<file path="src/rtl/issue_pkg.sv">
package issue_pkg;
  typedef enum logic [1:0] {
    CLS_ARITH  = 2'd0,
    CLS_IO     = 2'd1,
    CLS_LDST   = 2'd2,
    CLS_BRANCH = 2'd3
  } insn_cls_e;

  // lane capability mask: bit 0 = resource lane, bit 1 = memory lane
  typedef struct packed {
    logic mem_ok;
    logic res_ok;
  } lane_mask_t;

  localparam logic SLOT_OLD = 1'b0;
  localparam logic SLOT_YNG = 1'b1;
endpackage

</file>
<file path="src/rtl/lane_need.sv">
module lane_need
  import issue_pkg::*;
(
  input  logic [1:0] cls,
  output lane_mask_t mask
);
  always_comb begin
    unique case (insn_cls_e'(cls))
      CLS_ARITH:  mask = '{mem_ok: 1'b1, res_ok: 1'b1};
      CLS_IO:     mask = '{mem_ok: 1'b0, res_ok: 1'b1};
      default:    mask = '{mem_ok: 1'b1, res_ok: 1'b0};
    endcase
  end
endmodule

</file>
<file path="src/rtl/raw_hazard.sv">
module raw_hazard #(
  parameter int REG_W = 4,
  parameter int NSRC  = 2
) (
  input  logic                       wr_en,
  input  logic [REG_W-1:0]           wr_idx,
  input  logic [NSRC-1:0]            rd_en,
  input  logic [NSRC-1:0][REG_W-1:0] rd_idx,
  output logic                       hit
);
  logic [NSRC-1:0] port_hit;

  for (genvar p = 0; p < NSRC; p++) begin : g_port
    assign port_hit[p] = rd_en[p] && (rd_idx[p] == wr_idx);
  end

  assign hit = wr_en && (|port_hit);
endmodule

</file>
<file path="src/rtl/pair_decide.sv">
module pair_decide
  import issue_pkg::*;
(
  input  logic       dual_en,
  input  logic       stall,
  input  logic       old_vld,
  input  logic       old_long,
  input  lane_mask_t old_mask,
  input  logic       yng_vld,
  input  logic       yng_long,
  input  lane_mask_t yng_mask,
  input  logic       hazard,
  output logic [1:0] adv,
  output logic       res_take,
  output logic       res_sel,
  output logic       mem_take,
  output logic       mem_sel,
  output logic       wide
);
  logic go;
  logic old_mem_yng_res;
  logic old_res_yng_mem;
  logic can_pair;

  assign go              = old_vld && !stall;
  assign old_mem_yng_res = old_mask.mem_ok && yng_mask.res_ok;
  assign old_res_yng_mem = old_mask.res_ok && yng_mask.mem_ok;
  assign can_pair        = dual_en && yng_vld && !yng_long && !hazard
                           && (old_mem_yng_res || old_res_yng_mem);

  always_comb begin
    adv      = 2'd0;
    res_take = 1'b0;
    mem_take = 1'b0;
    res_sel  = SLOT_OLD;
    mem_sel  = SLOT_OLD;
    wide     = 1'b0;
    if (go) begin
      if (old_long) begin
        adv      = 2'd1;
        res_take = 1'b1;
        mem_take = 1'b1;
        wide     = 1'b1;
      end else if (can_pair) begin
        adv      = 2'd2;
        res_take = 1'b1;
        mem_take = 1'b1;
        if (old_mem_yng_res) begin
          res_sel = SLOT_YNG;
        end else begin
          mem_sel = SLOT_YNG;
        end
      end else begin
        adv = 2'd1;
        if (old_mask.mem_ok) begin
          mem_take = 1'b1;
        end else begin
          res_take = 1'b1;
        end
      end
    end
  end
endmodule

</file>
<file path="src/rtl/issue_pair_unit.sv">
module issue_pair_unit
  import issue_pkg::*;
#(
  parameter int REG_W = 4,
  parameter int NSRC  = 2
) (
  input  logic                    clk,
  input  logic                    rst_n,
  input  logic                    dual_en,
  input  logic                    stall,
  input  logic                    old_vld,
  input  logic [1:0]              old_cls,
  input  logic                    old_long,
  input  logic                    old_wen,
  input  logic [REG_W-1:0]        old_dst,
  input  logic                    yng_vld,
  input  logic [1:0]              yng_cls,
  input  logic                    yng_long,
  input  logic [NSRC-1:0]         yng_rd_en,
  input  logic [NSRC*REG_W-1:0]   yng_rd_idx,
  output logic [1:0]              adv_cnt,
  output logic                    res_vld,
  output logic                    res_slot,
  output logic                    mem_vld,
  output logic                    mem_slot,
  output logic                    wide_op
);
  localparam int NSLOT = 2;

  logic [NSLOT-1:0][1:0]    slot_cls;
  lane_mask_t [NSLOT-1:0]   slot_mask;
  logic [NSRC-1:0][REG_W-1:0] src_idx;
  logic hazard;
  logic res_take_d, res_sel_d, mem_take_d, mem_sel_d, wide_d;

  assign slot_cls[0] = old_cls;
  assign slot_cls[1] = yng_cls;

  for (genvar s = 0; s < NSLOT; s++) begin : g_slot
    lane_need u_need (
      .cls  (slot_cls[s]),
      .mask (slot_mask[s])
    );
  end

  for (genvar p = 0; p < NSRC; p++) begin : g_src
    assign src_idx[p] = yng_rd_idx[p*REG_W +: REG_W];
  end

  raw_hazard #(.REG_W(REG_W), .NSRC(NSRC)) u_haz (
    .wr_en  (old_wen),
    .wr_idx (old_dst),
    .rd_en  (yng_rd_en),
    .rd_idx (src_idx),
    .hit    (hazard)
  );

  pair_decide u_dec (
    .dual_en  (dual_en),
    .stall    (stall),
    .old_vld  (old_vld),
    .old_long (old_long),
    .old_mask (slot_mask[0]),
    .yng_vld  (yng_vld),
    .yng_long (yng_long),
    .yng_mask (slot_mask[1]),
    .hazard   (hazard),
    .adv      (adv_cnt),
    .res_take (res_take_d),
    .res_sel  (res_sel_d),
    .mem_take (mem_take_d),
    .mem_sel  (mem_sel_d),
    .wide     (wide_d)
  );

  always_ff @(posedge clk) begin
    if (!rst_n) begin
      res_vld  <= 1'b0;
      res_slot <= SLOT_OLD;
      mem_vld  <= 1'b0;
      mem_slot <= SLOT_OLD;
      wide_op  <= 1'b0;
    end else begin
      res_vld  <= res_take_d;
      res_slot <= res_sel_d;
      mem_vld  <= mem_take_d;
      mem_slot <= mem_sel_d;
      wide_op  <= wide_d;
    end
  end
endmodule

</file>
<file path="config.mk">
export PLATFORM = sky130hd
export DESIGN_NAME = issue_pair_unit
export DESIGN_NICKNAME = d
export VERILOG_FILES = /design/src/rtl/issue_pkg.sv /design/src/rtl/lane_need.sv /design/src/rtl/raw_hazard.sv /design/src/rtl/pair_decide.sv /design/src/rtl/issue_pair_unit.sv
export SDC_FILE = /design/constraint.sdc
export NUM_CORES = 1
export LEC_CHECK = 0
export BUFFER_PORTS_ARGS = -buffer_cell sky130_fd_sc_hd__clkbuf_2
export CAP_MARGIN = 20
export CELL_PAD_IN_SITES_DETAIL_PLACEMENT = 1
export CELL_PAD_IN_SITES_GLOBAL_PLACEMENT = 2
export CORE_ASPECT_RATIO = 1.5
export CORE_MARGIN = 4
export CORE_UTILIZATION = 14
export DETAILED_ROUTE_END_ITERATION = 10
export PLACE_DENSITY = 0.72
export SYNTH_ARGS = -nofsm -noshare
export SYNTH_HDL_FRONTEND = slang
export SYNTH_SLANG_ARGS = --single-unit
</file>
<file path="constraint.sdc">
create_clock -name clk -period 1.4 [get_ports clk]
set_input_delay 0.28 -clock clk [delete_from_list [all_inputs] [get_ports clk]]
set_output_delay 0.28 -clock clk [all_outputs]
set_load 0.005 [all_outputs]
</file>
Yosys cells after proc, flatten, opt, wreduce, memory -nomap -nowiden. Index checks and enable logic that the tools add are counted.

Bits in registers: 5. Output and inout port bits: 7.

Reduce and logical (&&, ||, !) cells: 19. Bitwise operators: 3. Multiplexer cells: 14. Equal/unequal tests: 4.

Operator list (number): $logic_and 1x1->1 (10); $mux 1 (9); $eq 4x4->1 (2); $pmux 2 s2 (2); $mux 2 (3); $eq 2x1->1 const B (2); $logic_not 2->1 (2); $reduce_or 4->1 (1); $logic_not 1->1 (3); $not 1->1 (3); $reduce_and 2->1 (1); $reduce_or 2->1 (1); $logic_or 1x1->1 (1).

Logic depth before layout (Yosys ltp).
Depth after elaboration: 10. Mapped depth: 5. Depth with buffers taken out: 5.

Modules after synthesis. Synthesis repeated with hierarchy kept, for this count alone.

Cell total of the unflattened synthesis: 42. Area total of the unflattened synthesis: 371.6 µm².

By module, submodules not included: issue_pair_unit (cells an instance 10, area an instance 131.4 µm², times used 1); pair_decide (cells an instance 16, area an instance 117.6 µm², times used 1); raw_hazard (cells an instance 12, area an instance 102.6 µm², times used 1); lane_need (cells an instance 2, area an instance 10.0 µm², times used 2).

Worst setup path after synthesis. OpenSTA, ideal clock, no wires.

Path type: input to output. From: in old_dst[1]. To: out adv_cnt[0]. Arrival time: 0.993 ns. Stages: 5. Required time: 1.120 ns. Setup slack: 0.127 ns. Cells stage by stage: xor2_1 -> nor3_1 -> nand4_1 -> nand4_2 -> o21a_1.

Cells in the longest elaborated chain, start to end: 10.

Ends and longest elaborated chain: start, declared (line issue_pair_unit.sv:15) `input logic [REG_W-1:0] old_dst,`; $eq 4x4->1 (line raw_hazard.sv:14) `assign port_hit[p] = rd_en[p] && (rd_idx[p] == wr_idx);`; $logic_and 1x1->1 (line raw_hazard.sv:14); $reduce_or 2->1 (*) (line raw_hazard.sv:17) `assign hit = wr_en && (|port_hit);`; $logic_and 1x1->1 (*) (line raw_hazard.sv:17); $logic_not 1->1 (*) (line pair_decide.sv:28) `assign can_pair = dual_en && yng_vld && !yng_long && !hazard`; $logic_and 1x1->1 (*) (line pair_decide.sv:28); $logic_and 1x1->1 (*) (line pair_decide.sv:29) `&& (old_mem_yng_res || old_res_yng_mem);`; $mux 2 (*) (line pair_decide.sv:44) `end else if (can_pair) begin`; $mux 2 (*) (line pair_decide.sv:39) `if (old_long) begin`; $mux 2 (*) (line pair_decide.sv:38) `if (go) begin`; end, declared (line issue_pair_unit.sv:21) `output logic [1:0] adv_cnt,`.

Mark *: on every way between the ends. The rest lies on a longest branch, timed or not.

Worst setup path in the final report.
From: in yng_rd_idx[4]. To: out adv_cnt[0].

Cells in the longest elaborated chain, start to end: 10.

Ends and longest elaborated chain: start, declared (line issue_pair_unit.sv:20) `input logic [NSRC*REG_W-1:0] yng_rd_idx,`; $eq 4x4->1 (line raw_hazard.sv:14); $logic_and 1x1->1 (line raw_hazard.sv:14); $reduce_or 2->1 (line raw_hazard.sv:17); $logic_and 1x1->1 (line raw_hazard.sv:17); $logic_not 1->1 (line pair_decide.sv:28); $logic_and 1x1->1 (line pair_decide.sv:28); $logic_and 1x1->1 (line pair_decide.sv:29); $mux 2 (line pair_decide.sv:44); $mux 2 (line pair_decide.sv:39); $mux 2 (line pair_decide.sv:38).

Every way passes these cells.

==> impl_metrics.ini <==
[floorplanning]
fp.dieW_um = 46.1
rows = 20
start_util_pct = 14.8
die_area_um2 = 3000
pin_count = 34
core-area_um2 = 2050
die_height_um = 65.1

[sta]
finalHoldViolCount = 0
fin_crit_ns = 1.49
fmax_mhz = 670
holdWs_ns = 0.281
drv_slew = 0
rsz0062_at_grt = yes
max-slew-margin-rel_pct = 85.3
setup_tns_ns = -0.124
tightest_slew_ns = 0.220
finalSetupViolCount = 2
fin_ws_ns = -0.0928
period_share_pct = 107

[run_status]
status = complete, but fails checks
violations = negative setup slack

[cts]
numCtsBuffers = 3
clock_tree.buffer_depth = 2
cts_root_buf = clkbuf_4
cts_tree = done
cts_sinks = 5
cts.clk_slew.worst_paths_ns = 0.04
holdBufCountCts = 0
htree_levels = 1

[placement]
place_hpwl_um = 979
gp_congestion = 0.602
io_buffers = 33
dp_slack_ns = -0.197

[setup_path]
end_kind = output port
crit_required_ns = 1.12
cpMaxStageDelayCell = nor3_2
critPathLaunchType = primary input
crit_type = in2out
crit_buf_inv = 2
worstPathCellList = buf_6 > xor2_1 > nor3_2 > nand4_1 > nand4_2 > o21a_1 > buf_2
cp_max_fo = 3
crit_family = simple AND/OR/NAND/NOR gates
cp.arrival_ns = 1.21
max_stage_delay_ns = 0.20

[logic_synthesis]
synthCells = 35
syn_nets = 62
yosysSeqAreaShare_pct = 32.9
synth.distinct_cells = 18
yosysWarnings = 0
syn_area_per_cell_um2 = 8.69
ys_seq_elements = 5
syn-cell-area_um2 = 304

[routing]
dr_total_vias = 397
route.antenna.remaining_nets = 0
finalWirelength_mm = 1.03
firstDrtPassIters = 2
drc = 0
drtIter0Drc = 1
via_per_inst = 4.01
wl_per_cell_um = 10.4

[pwr]
leakagePower_nw = 0.296
peakVddDrop_v = 0.000173
p_per_area_nw_per_um2 = 680

[final_layout]
area_growth_pct = 106
antenna_cells = 0
drive_gt1_share_pct = 63.6
fin_nets = 105
mostFrequentLayoutCells = 28 x clkbuf_2, 5 x dfxtp_1, 5 x buf_4
final_common_cell = clkbuf_2
fin_util_pct = 30.5

[global_routing]
grt_pass1_vias = 440
grt_max_degree = 7
globalRouteOverflowTotal = 0
grt_pass1_wl_mm = 1.64
grt_use_total_pct = 7.51
antenna_found_initial = 0

[job]
max_cap_violations = 0

[min_path]
hold_path_class = in2reg
[cell families (layout without fill, tap and decap cells)]
family                 Yosys count  count (layout)  synth area share (%)
flip-flops                       5               5                  32.9
buffers and inverters            1              43                  1.23
XOR/XNOR                         8               8                  23.0
AO/OA/AOI/OAI                    4               4                  8.64
AND/OR/NAND/NOR                 17              17                  34.2
[tightest hold or removal path, cell delays in order]
cell and delay [ns]:
clkbuf_2 0.09, nand3_1 0.06, nor3_1 0.04
[layout make-up]
| type | instances | area [um^2] |
|---|---|---|
| inverter | 1 | 3.75 |
| sequential | 5 | 100 |
| multi-input combinational | 29 | 238 |
| tap | 22 | 27.5 |
| timing repair buffer | 38 | 230 |
| fill | 264 | 1430 |
| clock buffer | 4 | 26.3 |
[state kept, by name, indices dropped and copies added, names as in the netlist]
name and flops:
res_vld 1, mem_slot 1, wide_op 1, mem_vld 1, res_slot 1
[per-stage QoR]
step	power, mW	cell area, um^2	instances
after global routing	0.457	626	99
final	0.425	626	99
after global placement	0.248	527	94
after CTS	0.427	587	99
after floorplan	0.185	304	35
after detailed placement	0.249	527	94
[cells in the mapped netlist]
cell type	instances	area share, %
inv_1	1	1.2
a21oi_1	1	1.6
nand2_1	2	2.5
nor2b_1	2	4.1
nand4_2	1	4.1
nor4_2	1	4.1
xor2_1	6	17
a31oi_1	1	2.1
a211oi_1	1	2.5
xnor2_1	2	5.8
nand3_1	1	1.6
dfxtp_1	5	33
nor3b_1	1	2.5
nor2_1	3	3.7
nor3_1	3	4.9
nand4_1	2	4.1
o21a_1	1	2.5
nand3b_1	1	2.5
[metal layers]
metal,wire length (um),GRT usage (%),up-vias
li1,-,-,204
met1,385,7.85,159
met2,481,12.2,34
met3,162,3.61,0
met4,0,3.20,0
met5,0,0,-
[path summary, 6_finish.rpt]
path                  slack, ns    endpoint     startpoint  depth (start not counted)
worst max-delay path      -0.09  adv_cnt[0]  yng_rd_idx[4]                          7
worst min-delay path       0.28    res_slot          rst_n                          3
[power breakdown]
group / total (mW) / switching, mW / internal (mW)
registers: 0.147 / 0.000675 / 0.146
logic: 0.116 / 0.0485 / 0.0674
clock network: 0.163 / 0.0553 / 0.108
[what timing repair did]
action                     4_1_cts  5_1_grt
setup endpoints to repair        2        2
buffers inserted                 1        0
gates cloned                     0        0
pin swaps                        9        5
gates resized for setup          4        8
No activity file was read; power rests on OpenSTA's default activity.
